## src/rtl/rbgs_pkg.sv

```systemverilog
package rbgs_pkg;
  // request/delay lane indices
  localparam int unsigned G_S1  = 0;
  localparam int unsigned G_S2  = 1;
  localparam int unsigned G_S3  = 2;
  localparam int unsigned G_S4  = 3;
  localparam int unsigned G_SR1 = 4;
  localparam int unsigned G_SR2 = 5;
  localparam int unsigned N_DLY = 6;

  function automatic logic set_ok(int unsigned per, int unsigned t1,
                                  int unsigned t2, logic bcm);
    if (t2 == 0) return 1'b0;
    if (t1 > t2) return 1'b0;
    if (!bcm && (2 * t2 > per)) return 1'b0;
    return 1'b1;
  endfunction
endpackage

```

## src/rtl/rbgs_shadow.sv

```systemverilog
module rbgs_shadow
  import rbgs_pkg::*;
#(
  parameter int unsigned CNT_W      = 16,
  parameter int unsigned DEF_PERIOD = 1320,
  parameter int unsigned DEF_T1     = 300,
  parameter int unsigned DEF_T2     = 600
) (
  input  logic             clk_i,
  input  logic             rst_ni,
  input  logic             load_i,
  input  logic             apply_i,
  input  logic [CNT_W-1:0] period_i,
  input  logic [CNT_W-1:0] t1_i,
  input  logic [CNT_W-1:0] t2_i,
  input  logic             neg_i,
  input  logic             bcm_i,
  output logic [CNT_W:0]   per_o,
  output logic [CNT_W-1:0] t1_o,
  output logic [CNT_W-1:0] t2_o,
  output logic             neg_o,
  output logic             err_o
);
  localparam int unsigned PER_W = CNT_W + 1;

  logic [PER_W-1:0] pnd_per, new_per;
  logic [CNT_W-1:0] pnd_t1, pnd_t2;
  logic             pnd_neg, ok;

  assign ok      = set_ok(32'(period_i), 32'(t1_i), 32'(t2_i), bcm_i);
  // boundary mode: period follows the current-zero instant
  assign new_per = bcm_i ? {t2_i, 1'b0} : {1'b0, period_i};

  always_ff @(posedge clk_i or negedge rst_ni) begin
    if (!rst_ni) begin
      pnd_per <= PER_W'(DEF_PERIOD);
      pnd_t1  <= CNT_W'(DEF_T1);
      pnd_t2  <= CNT_W'(DEF_T2);
      pnd_neg <= 1'b0;
      per_o   <= PER_W'(DEF_PERIOD);
      t1_o    <= CNT_W'(DEF_T1);
      t2_o    <= CNT_W'(DEF_T2);
      neg_o   <= 1'b0;
      err_o   <= 1'b0;
    end else begin
      if (apply_i) begin
        per_o <= pnd_per;
        t1_o  <= pnd_t1;
        t2_o  <= pnd_t2;
        neg_o <= pnd_neg;
      end
      if (load_i) begin
        err_o <= !ok;
        if (ok) begin
          pnd_per <= new_per;
          pnd_t1  <= t1_i;
          pnd_t2  <= t2_i;
          pnd_neg <= neg_i;
        end
      end
    end
  end
endmodule

```

## src/rtl/rbgs_timer.sv

```systemverilog
module rbgs_timer
  import rbgs_pkg::*;
#(
  parameter int unsigned CNT_W = 16
) (
  input  logic             clk_i,
  input  logic             rst_ni,
  input  logic             en_i,
  input  logic [CNT_W:0]   per_i,
  input  logic [CNT_W-1:0] t1_i,
  input  logic [CNT_W-1:0] t2_i,
  input  logic [CNT_W-1:0] margin_i,
  output logic             wrap_o,
  output logic             sec_o,
  output logic [N_DLY-1:0] raw_o
);
  localparam int unsigned PER_W = CNT_W + 1;

  logic [PER_W-1:0] cnt_q, half, loc;
  logic             lead_in, win;

  assign half    = per_i >> 1;
  assign sec_o   = cnt_q >= half;
  assign loc     = sec_o ? cnt_q - half : cnt_q;
  assign lead_in = loc < {1'b0, t1_i};
  // rectifier window closes margin clocks ahead of current zero
  assign win     = ({1'b0, loc} + {2'b0, margin_i}) < {2'b0, t2_i};
  assign wrap_o  = cnt_q >= per_i - 1'b1;

  always_comb begin
    raw_o        = '0;
    raw_o[G_S1]  = sec_o ? !lead_in : lead_in;
    raw_o[G_S2]  = sec_o ? lead_in : !lead_in;
    raw_o[G_S3]  = sec_o;
    raw_o[G_S4]  = !sec_o;
    raw_o[G_SR1] = !sec_o && win;
    raw_o[G_SR2] = sec_o && win;
  end

  always_ff @(posedge clk_i or negedge rst_ni) begin
    if (!rst_ni)                cnt_q <= '0;
    else if (!en_i || wrap_o)   cnt_q <= '0;
    else                        cnt_q <= cnt_q + 1'b1;
  end
endmodule

```

## src/rtl/rbgs_ondelay.sv

```systemverilog
module rbgs_ondelay #(
  parameter int unsigned DEAD_CYC = 132
) (
  input  logic clk_i,
  input  logic rst_ni,
  input  logic en_i,
  input  logic raw_i,
  output logic on_o
);
  localparam int unsigned DW = (DEAD_CYC > 0) ? $clog2(DEAD_CYC + 1) : 1;

  if (DEAD_CYC == 0) begin : g_pass
    assign on_o = raw_i;
  end else begin : g_cnt
    logic [DW-1:0] cnt_q;
    always_ff @(posedge clk_i or negedge rst_ni) begin
      if (!rst_ni)                      cnt_q <= '0;
      else if (!en_i || !raw_i)         cnt_q <= '0;
      else if (cnt_q != DW'(DEAD_CYC))  cnt_q <= cnt_q + 1'b1;
    end
    assign on_o = raw_i && (cnt_q == DW'(DEAD_CYC));
  end
endmodule

```

## src/rtl/rbridge_gate_seq.sv

```systemverilog
module rbridge_gate_seq
  import rbgs_pkg::*;
#(
  parameter int unsigned CNT_W      = 16,
  parameter int unsigned DEAD_CYC   = 132,
  parameter int unsigned DEF_PERIOD = 1320,
  parameter int unsigned DEF_T1     = 300,
  parameter int unsigned DEF_T2     = 600
) (
  input  logic             clk_i,
  input  logic             rst_ni,
  input  logic             en_i,
  input  logic             load_i,
  input  logic [CNT_W-1:0] period_i,
  input  logic [CNT_W-1:0] t1_i,
  input  logic [CNT_W-1:0] t2_i,
  input  logic             pol_neg_i,
  input  logic             bcm_i,
  input  logic [CNT_W-1:0] sr_margin_i,
  output logic [3:0]       pri_gate_o,
  output logic [1:0]       sec_p_o,
  output logic [1:0]       sec_n_o,
  output logic             cfg_err_o
);
  localparam int unsigned PER_W = CNT_W + 1;

  logic [PER_W-1:0] act_per;
  logic [CNT_W-1:0] act_t1, act_t2;
  logic             act_neg, wrap, sec, apply;
  logic [N_DLY-1:0] raw, dly_on;
  logic [1:0]       main_g, sr_g;

  assign apply = !en_i || wrap;

  rbgs_shadow #(
    .CNT_W(CNT_W), .DEF_PERIOD(DEF_PERIOD), .DEF_T1(DEF_T1), .DEF_T2(DEF_T2)
  ) u_shadow (
    .clk_i    (clk_i),
    .rst_ni   (rst_ni),
    .load_i   (load_i),
    .apply_i  (apply),
    .period_i (period_i),
    .t1_i     (t1_i),
    .t2_i     (t2_i),
    .neg_i    (pol_neg_i),
    .bcm_i    (bcm_i),
    .per_o    (act_per),
    .t1_o     (act_t1),
    .t2_o     (act_t2),
    .neg_o    (act_neg),
    .err_o    (cfg_err_o)
  );

  rbgs_timer #(.CNT_W(CNT_W)) u_timer (
    .clk_i    (clk_i),
    .rst_ni   (rst_ni),
    .en_i     (en_i),
    .per_i    (act_per),
    .t1_i     (act_t1),
    .t2_i     (act_t2),
    .margin_i (sr_margin_i),
    .wrap_o   (wrap),
    .sec_o    (sec),
    .raw_o    (raw)
  );

  for (genvar g = 0; g < N_DLY; g++) begin : g_dly
    rbgs_ondelay #(.DEAD_CYC(DEAD_CYC)) u_dly (
      .clk_i  (clk_i),
      .rst_ni (rst_ni),
      .en_i   (en_i),
      .raw_i  (raw[g]),
      .on_o   (dly_on[g])
    );
  end

  assign main_g = {sec, !sec};
  assign sr_g   = {dly_on[G_SR2], dly_on[G_SR1]};

  always_ff @(posedge clk_i or negedge rst_ni) begin
    if (!rst_ni) begin
      pri_gate_o <= '0;
      sec_p_o    <= '0;
      sec_n_o    <= '0;
    end else if (!en_i) begin
      pri_gate_o <= '0;
      sec_p_o    <= '0;
      sec_n_o    <= '0;
    end else begin
      pri_gate_o <= {dly_on[G_S4], dly_on[G_S3], dly_on[G_S2], dly_on[G_S1]};
      sec_p_o    <= act_neg ? sr_g : main_g;
      sec_n_o    <= act_neg ? main_g : sr_g;
    end
  end
endmodule

```

## config.mk

```make
export PLATFORM = sky130hd
export DESIGN_NAME = rbridge_gate_seq
export DESIGN_NICKNAME = d
export VERILOG_FILES = /design/src/rtl/rbgs_pkg.sv /design/src/rtl/rbgs_shadow.sv /design/src/rtl/rbgs_timer.sv /design/src/rtl/rbgs_ondelay.sv /design/src/rtl/rbridge_gate_seq.sv
export SDC_FILE = /design/constraint.sdc
export NUM_CORES = 1
export LEC_CHECK = 0
export CAP_MARGIN = 30
export CORE_ASPECT_RATIO = 1.2
export CORE_MARGIN = 8
export CORE_UTILIZATION = 30
export DETAILED_ROUTE_END_ITERATION = 12
export GPL_TIMING_DRIVEN = 1
export SLEW_MARGIN = 15
export SYNTH_ARGS = -nofsm -noshare
export SYNTH_HDL_FRONTEND = slang
export SYNTH_SLANG_ARGS = --single-unit
```

## constraint.sdc

```tcl
create_clock -name clk_i -period 13.96 [get_ports clk_i]
set_input_delay 1.396 -clock clk_i [delete_from_list [all_inputs] [get_ports clk_i]]
set_output_delay 1.396 -clock clk_i [all_outputs]
set_load 0.1 [all_outputs]
```

; ---- Yosys cells after proc, flatten, opt, wreduce, memory -nomap -nowiden
; Cells that the tools add are included.
[word_totals]
wordCells = 114
input_bits = 70
ff_bits = 174
output_inout_bits = 9
[classes]
reduce_logical = 33
n_eq_ne = 12
order_cmp = 6
n_mux = 34
n_addsub = 10
[ops]
columns = op, n
row1 = $mux W8, 12
row2 = $mux W17, 3
row3 = $add A8 B1 Y8 const B, 6
row4 = $eq A8 B8 Y1 const B, 6
row5 = $ne A8 B8 Y1 const B, 6
row6 = $add A17 B16 Y18, 1
row7 = $lt A18 B16 Y1, 1
row8 = $add A17 B1 Y17 const B, 1
row9 = $ge A17 B16 Y1, 1
row10 = $ge A17 B17 Y1, 1
row11 = $gt A17 B16 Y1, 1
row12 = $lt A17 B16 Y1, 1
row13 = $sub A17 B1 Y17 const B, 1
row14 = $sub A17 B16 Y17, 1
row15 = $gt A16 B16 Y1, 1
row16 = $logic_not A16 Y1, 1
row17 = $mux W1, 14
row18 = $reduce_bool A2 Y1, 6
row19 = $logic_and A1 B1 Y1, 9
row20 = $logic_not A1 Y1, 9
row21 = $mux W2, 4
row22 = $logic_or A1 B1 Y1, 7
row23 = $mux W4, 1
row24 = $reduce_and A2 Y1, 1

; ---- Depth between registers and ports, before layout
[depth]
ltp_word = 9
mapped_depth = 26
depth_no_buf = 26

; ---- By module
; A second synthesis with hierarchy kept.
[unflattened]
hier_cells = 1206
hier_area_um2 = 11629.9
[modules_own_cells]
columns = module, seq_area_each_um2, cells_per_inst, area_each_um2, instances
row1 = rbgs_shadow, 2557.5, 370, 4763.3, 1
row2 = rbgs_timer, 425.4, 525, 3933.8, 1
row3 = rbgs_ondelay, 200.2, 48, 439.2, 6
row4 = rbridge_gate_seq, 200.2, 23, 297.8, 1

; ---- Worst setup path after synthesis
; OpenSTA, ideal clock, no wires.
[synth_timing]
path_kind = reg2reg
startpoint = reg u_shadow.per_o[3]
endpoint = reg g_dly[5].u_dly.g_cnt.cnt_q[2]
setup_ns = 0.080
n_path_buf = 2
required_time_ns = 13.880
t_arrival_ns = 5.381
path_slack_ns = 8.499
period_less_slack_ns = 5.461
path_stages_with_launch = 25
cell_sequence = dfstp_2 > inv_1 > ha_1 > nand3_1 > o21bai_1 > a211o_1 > nand3_1 > clkbuf_1 > clkbuf_1 > o21ai_0 > ha_1 > or4_1 > o211ai_1 > nand2b_1 > a21oi_1 > xnor2_1 > ha_1 > a21o_1 > a21o_1 > a211oi_1 > o211ai_1 > a21oi_1 > nor4bb_1 > o21bai_1 > a21oi_1
[synth_between]
elab_chain_len = 8
elab_cells_between_ends = 10
cone_classes = add/sub: 2 / order compare: 2 / mux: 2 / reduce/logical: 4
[synth_rtl]
columns = element, line_no
row1 = "start, declared", rbgs_shadow.sv:18  ; output logic [CNT_W:0] per_o,
row2 = "start signal, assigned", rbgs_shadow.sv:40  ; per_o <= PER_W'(DEF_PERIOD);
row3 = "start signal, assigned", rbgs_shadow.sv:47  ; per_o <= pnd_per;
row4 = $sub A17 B16 Y17 / $ge A17 B16 Y1 (equally long branches), "rbgs_timer.sv:24, rbgs_timer.sv:23"
row5 = $mux W17, rbgs_timer.sv:24  ; assign loc = sec_o ? cnt_q - half : cnt_q;
row6 = $add A17 B16 Y18, rbgs_timer.sv:27  ; assign win = ({1'b0, loc} + {2'b0, margin_i}) < {2'b0, t2_i};
row7 = $lt A18 B16 Y1, rbgs_timer.sv:27
row8 = $logic_and A1 B1 Y1 (*), rbgs_timer.sv:37  ; raw_o[G_SR2] = sec_o && win;
row9 = $logic_not A1 Y1 (*), rbgs_ondelay.sv:18  ; else if (!en_i || !raw_i) cnt_q <= '0;
row10 = $logic_or A1 B1 Y1 (*), rbgs_ondelay.sv:18
row11 = $mux W8 / $reduce_bool A2 Y1 (equally long branches), -
row12 = "end signal, assigned", rbgs_ondelay.sv:19  ; else if (cnt_q != DW'(DEAD_CYC)) cnt_q <= cnt_q + 1'b1;
row13 = "end, declared", rbgs_ondelay.sv:15  ; logic [DW-1:0] cnt_q;
; Mark *: on every way between the ends. The rest lies on a longest branch, timed or not.
; A chain may end at the register's enable or synchronous reset.

; ---- Worst setup path after layout
[layout_timing]
startpoint = reg u_timer.cnt_q[15]
endpoint = reg g_dly[5].u_dly.g_cnt.cnt_q[2]
[layout_between]
elab_chain_len = 8
elab_cells_between_ends = 10
cone_classes = add/sub: 2 / order compare: 2 / mux: 2 / reduce/logical: 4
[layout_rtl]
columns = element, line_no
row1 = "start, declared", rbgs_timer.sv:19  ; logic [PER_W-1:0] cnt_q, half, loc;
row2 = "start signal, assigned", rbgs_timer.sv:43  ; else cnt_q <= cnt_q + 1'b1;
row3 = $sub A17 B16 Y17 / $ge A17 B16 Y1 (equally long branches), "rbgs_timer.sv:24, rbgs_timer.sv:23"
row4 = $mux W17, rbgs_timer.sv:24
row5 = $add A17 B16 Y18, rbgs_timer.sv:27
row6 = $lt A18 B16 Y1, rbgs_timer.sv:27
row7 = $logic_and A1 B1 Y1 (*), rbgs_timer.sv:37
row8 = $logic_not A1 Y1 (*), rbgs_ondelay.sv:18
row9 = $logic_or A1 B1 Y1 (*), rbgs_ondelay.sv:18
row10 = $mux W8 / $reduce_bool A2 Y1 (equally long branches), -
; Marked as above.

==> flow_summary.toml <==
[run_status]
status = "finished, final reports clean"

[setup_path]
cp_common_cell = "ha_1"
crit_chain = "ha_1, and3_1, a221o_1, a221oi_2, and3_1, a21o_1, ha_1, inv_1, fa_1, nor2b_1, o31a_1, o21ai_0, o31ai_1, nor2_1, ha_1, a21o_1, a211oi_1, o211ai_1, a21oi_1, nor4bb_1, o21bai_1, a21oi_1"
startpoint = "u_timer.cnt_q[15]$_DFF_PN0_"
max_stage_delay_ns = 0.66
reg2reg_from = "u_timer.cnt_q[15]$_DFF_PN0_"
cp.required_ns = 14.32
cp.depth = 22
critical-path-slowest-cell = "and3_1"
rrSetupSlack_ns = 7.47
path_buf_inv = 1
crit_path_start_kind = "register"
worstSetupPathType = "reg2reg"
r2r_end = "g_dly[5].u_dly.g_cnt.cnt_q[2]$_DFFE_PN0P_"
crit_fanout = 19
end_kind = "register"
ff2ff_path_depth = 22
path_delay_family = "compound AO/OA/AOI/OAI gates"
crit_path_end = "g_dly[5].u_dly.g_cnt.cnt_q[2]$_DFFE_PN0P_"
crit_arrival_ns = 6.86

[placed_design]
dpl.cell_count = 1714
place_area_mm2 = 0.0128
dp_hpwl_um = 22400
portBuffers = 78
gp_congestion = 0.898

[finish]
nNetsFinal = 1453
fillers = 3686
antenna_cells = 0
fin_cells = 1749
finish.instance_area_mm2 = 0.0135
layout-drive-gt1-share_pct = 14.5
areaGrowthSynthToFinish_pct = 17.4

[timing]
finalCriticalPeriod_ns = 6.49
tightest_slew_ns = 0.991
slew-limit-headroom_pct = 33.7
fin_crit_sh_pct = 46.5
finClkSkew_ns = 0.0180
rsz0062_at_grt = "false"
final-setup-viol-count = 0
hold_violations = 0
setup_tns_ns = 0
fmax_mhz = 154
drv_slew = 0

[synthesis]
synth_edf_count = 0
ys_ff_latch = 174
synth_cell_type_count = 57
ys_seq_area_share_pct = 38.1
synth_top_area_cell = "dfrtp_1"
synthFlopType = "dfrtp_1"
synth_top_area_share_pct = 32.6
synthCells = 1180
syn_area_mm2 = 0.0115
ys_top_cells_by_area = "dfrtp_1 33%, ha_1 14%, mux2_2 9.9%, dfstp_2 5.5%, xnor2_1 3.9%"
yosysWarnings = 0
syn_nets = 1377
synth.avg_cell_area_um2 = 9.74
ys_async_sr_fraction_pct = 100

[grt]
grt_pass1_vias = 8994
track_usage_pct = 13.1
antenna_found_initial = 0
grt_pass1_wl_um = 47300
gr-total-overflow = 0
grt_max_degree = 103

[clocking]
clk_pin_slew_ns = 0.08
cts-root-buf = "clkbuf_16"
clk-insertion-delay-late_ns = 0.45
clock-sinks = 174
cts_resized = 0
postCtsSetupBuffers = 0
cts_buffers = 17
cts_tree = "built"
cts_htree_levels = 4
cts_buffer_depth = 2
cts_hold_buf = 0

[floorplanning]
die_w_um = 195
ios = 79
rows = 78
dieArea_mm2 = 0.0449
initial_utilization_pct = 30.4
die_h_um = 230
core-area_mm2 = 0.0378

[detailed_routing]
post_drt_wl_per_cell_um = 16.6
drt_first_pass_iters = 5
routed_wl_um = 29100
ant_nets = 0
via_per_inst = 5.01
drc_errors = 0
vias = 8767
drt_iter0_drc = 424

[job]
drv_cap = 0

[min_path]
hold_depth = 1
hold_class = "reg2reg"
worstHoldStart = "u_shadow.pnd_t1[10]$_DFFE_PN0P_"

[power]
total_leakage_power_nw = 6.08
power.density_mw_per_mm2 = 146
irDropWorstVdd_v = 0.0000785
cell usage after synthesis (3+ instances only):
library cell / instances
nor3_1: 19
dfstp_2: 24
a31oi_1: 9
nand3_1: 52
o21ai_0: 64
nand4_1: 18
a21oi_1: 53
or2_2: 3
inv_1: 105
or3_1: 4
buf_1: 6
a211o_1: 3
nor2b_1: 12
a211oi_2: 8
o21a_1: 12
and4_1: 10
nor4bb_1: 4
dfrtp_1: 150
nand2_1: 67
and3_1: 19
a211oi_1: 9
o22ai_1: 3
clkbuf_1: 19
nor2_1: 107
xor2_1: 35
o21bai_1: 5
a21o_1: 27
ha_1: 125
o211ai_1: 6
nor4_1: 11
mux2_2: 101
xnor2_1: 51
nand2b_1: 10
registers in the layout, indices dropped and copies added (netlist names):
register,cells
g_dly.u_dly.g_cnt.cnt_q,48
u_shadow.per_o,17
u_shadow.pnd_per,17
u_timer.cnt_q,17
u_shadow.pnd_t1,16
u_shadow.pnd_t2,16
u_shadow.t1_o,16
u_shadow.t2_o,16
pri_gate_o,4
sec_n_o,2
sec_p_o,2
u_shadow.err_o,1
u_shadow.neg_o,1
u_shadow.pnd_neg,1
routing by layer:
layer,global-route usage [%],wire [um],vias up
met5,0,0,-
met4,5.90,947,0
met3,2.36,900,55
met2,22.6,14200,173
met1,15.8,13100,4219
li1,-,-,4320
placed cells by master, fill, tap and decap left out, drive strengths merged, types with 3 or more instances in the layout:
cell type / count
dfrtp: 150
ha: 125
inv: 113
nor2: 107
mux2: 101
clkdlybuf4s50: 77
nand2: 67
o21ai: 65
a21oi: 53
nand3: 53
xnor2: 51
xor2: 35
a21o: 27
dfstp: 24
nor3: 19
and3: 19
nand4: 18
clkbuf: 17
a211oi: 17
o21a: 12
nor2b: 12
nor4: 11
nand2b: 10
and4: 10
a31oi: 9
buf: 9
o211ai: 6
clkinv: 6
o21bai: 5
or3: 4
nor4bb: 4
or2: 4
o22ai: 3
a211o: 3
per-stage QoR:
stage | setup slack, ns | power (W) | hold WS [ns] | utilization (%)
floorplan | 8.50 | 0.00125 | 0.475 | -
global placement | 7.74 | 0.00144 | 0.484 | 33.9
detailed placement | 7.54 | 0.00146 | 0.485 | 33.9
CTS | 7.49 | 0.00198 | 0.507 | 35.6
global route | 6.88 | 0.00210 | 0.523 | 35.7
finish | 7.47 | 0.00196 | 0.506 | 35.7
layout make-up:
cell class                      count  area [um2]  share of cell area [%]
Inverter                          105         394                    2.92
Tap cell                          480         601                    4.45
Multi-Input combinational cell    872        6600                    48.9
Clock buffer                       17         425                    3.15
Clock inverter                     15         208                    1.54
Sequential cell                   174        4380                    32.5
Timing Repair Buffer               86         890                    6.59
power by group:
part	internal [W]	switching, W	leakage [nW]
combinational	0.000338	0.000374	3.59
clock	0.000262	0.000241	0.307
sequential	0.000645	0.000104	2.18
total	0.00125	0.000719	6.08
cell families (layout without fill, tap and decap cells):
| kind of cell | Yosys count | count (layout) | share of synthesized area, % |
|---|---|---|---|
| AND/OR/NAND/NOR | 343 | 343 | 14.5 |
| AO/OA/AOI/OAI | 214 | 214 | 12.2 |
| flip-flops | 174 | 174 | 38.1 |
| buffers and inverters | 134 | 223 | 4.68 |
| adder cells (fa/ha/maj) | 127 | 127 | 13.9 |
| multiplexers | 102 | 102 | 9.98 |
| XOR/XNOR | 86 | 86 | 6.55 |
worst min path at each step:
stage,to,slack (ns)
floorplan,u_shadow.pnd_per[0]$_DFFE_PN0P_,0.47
global placement,u_shadow.t2_o[11]$_DFFE_PN0N_,0.48
detailed placement,u_shadow.err_o$_DFFE_PN0P_,0.48
CTS,u_shadow.t1_o[10]$_DFFE_PN0N_,0.51
global route,u_shadow.pnd_per[7]$_DFFE_PN0P_,0.52
finish,u_shadow.t1_o[10]$_DFFE_PN0N_,0.51
No activity file was read; power rests on OpenSTA's default activity.
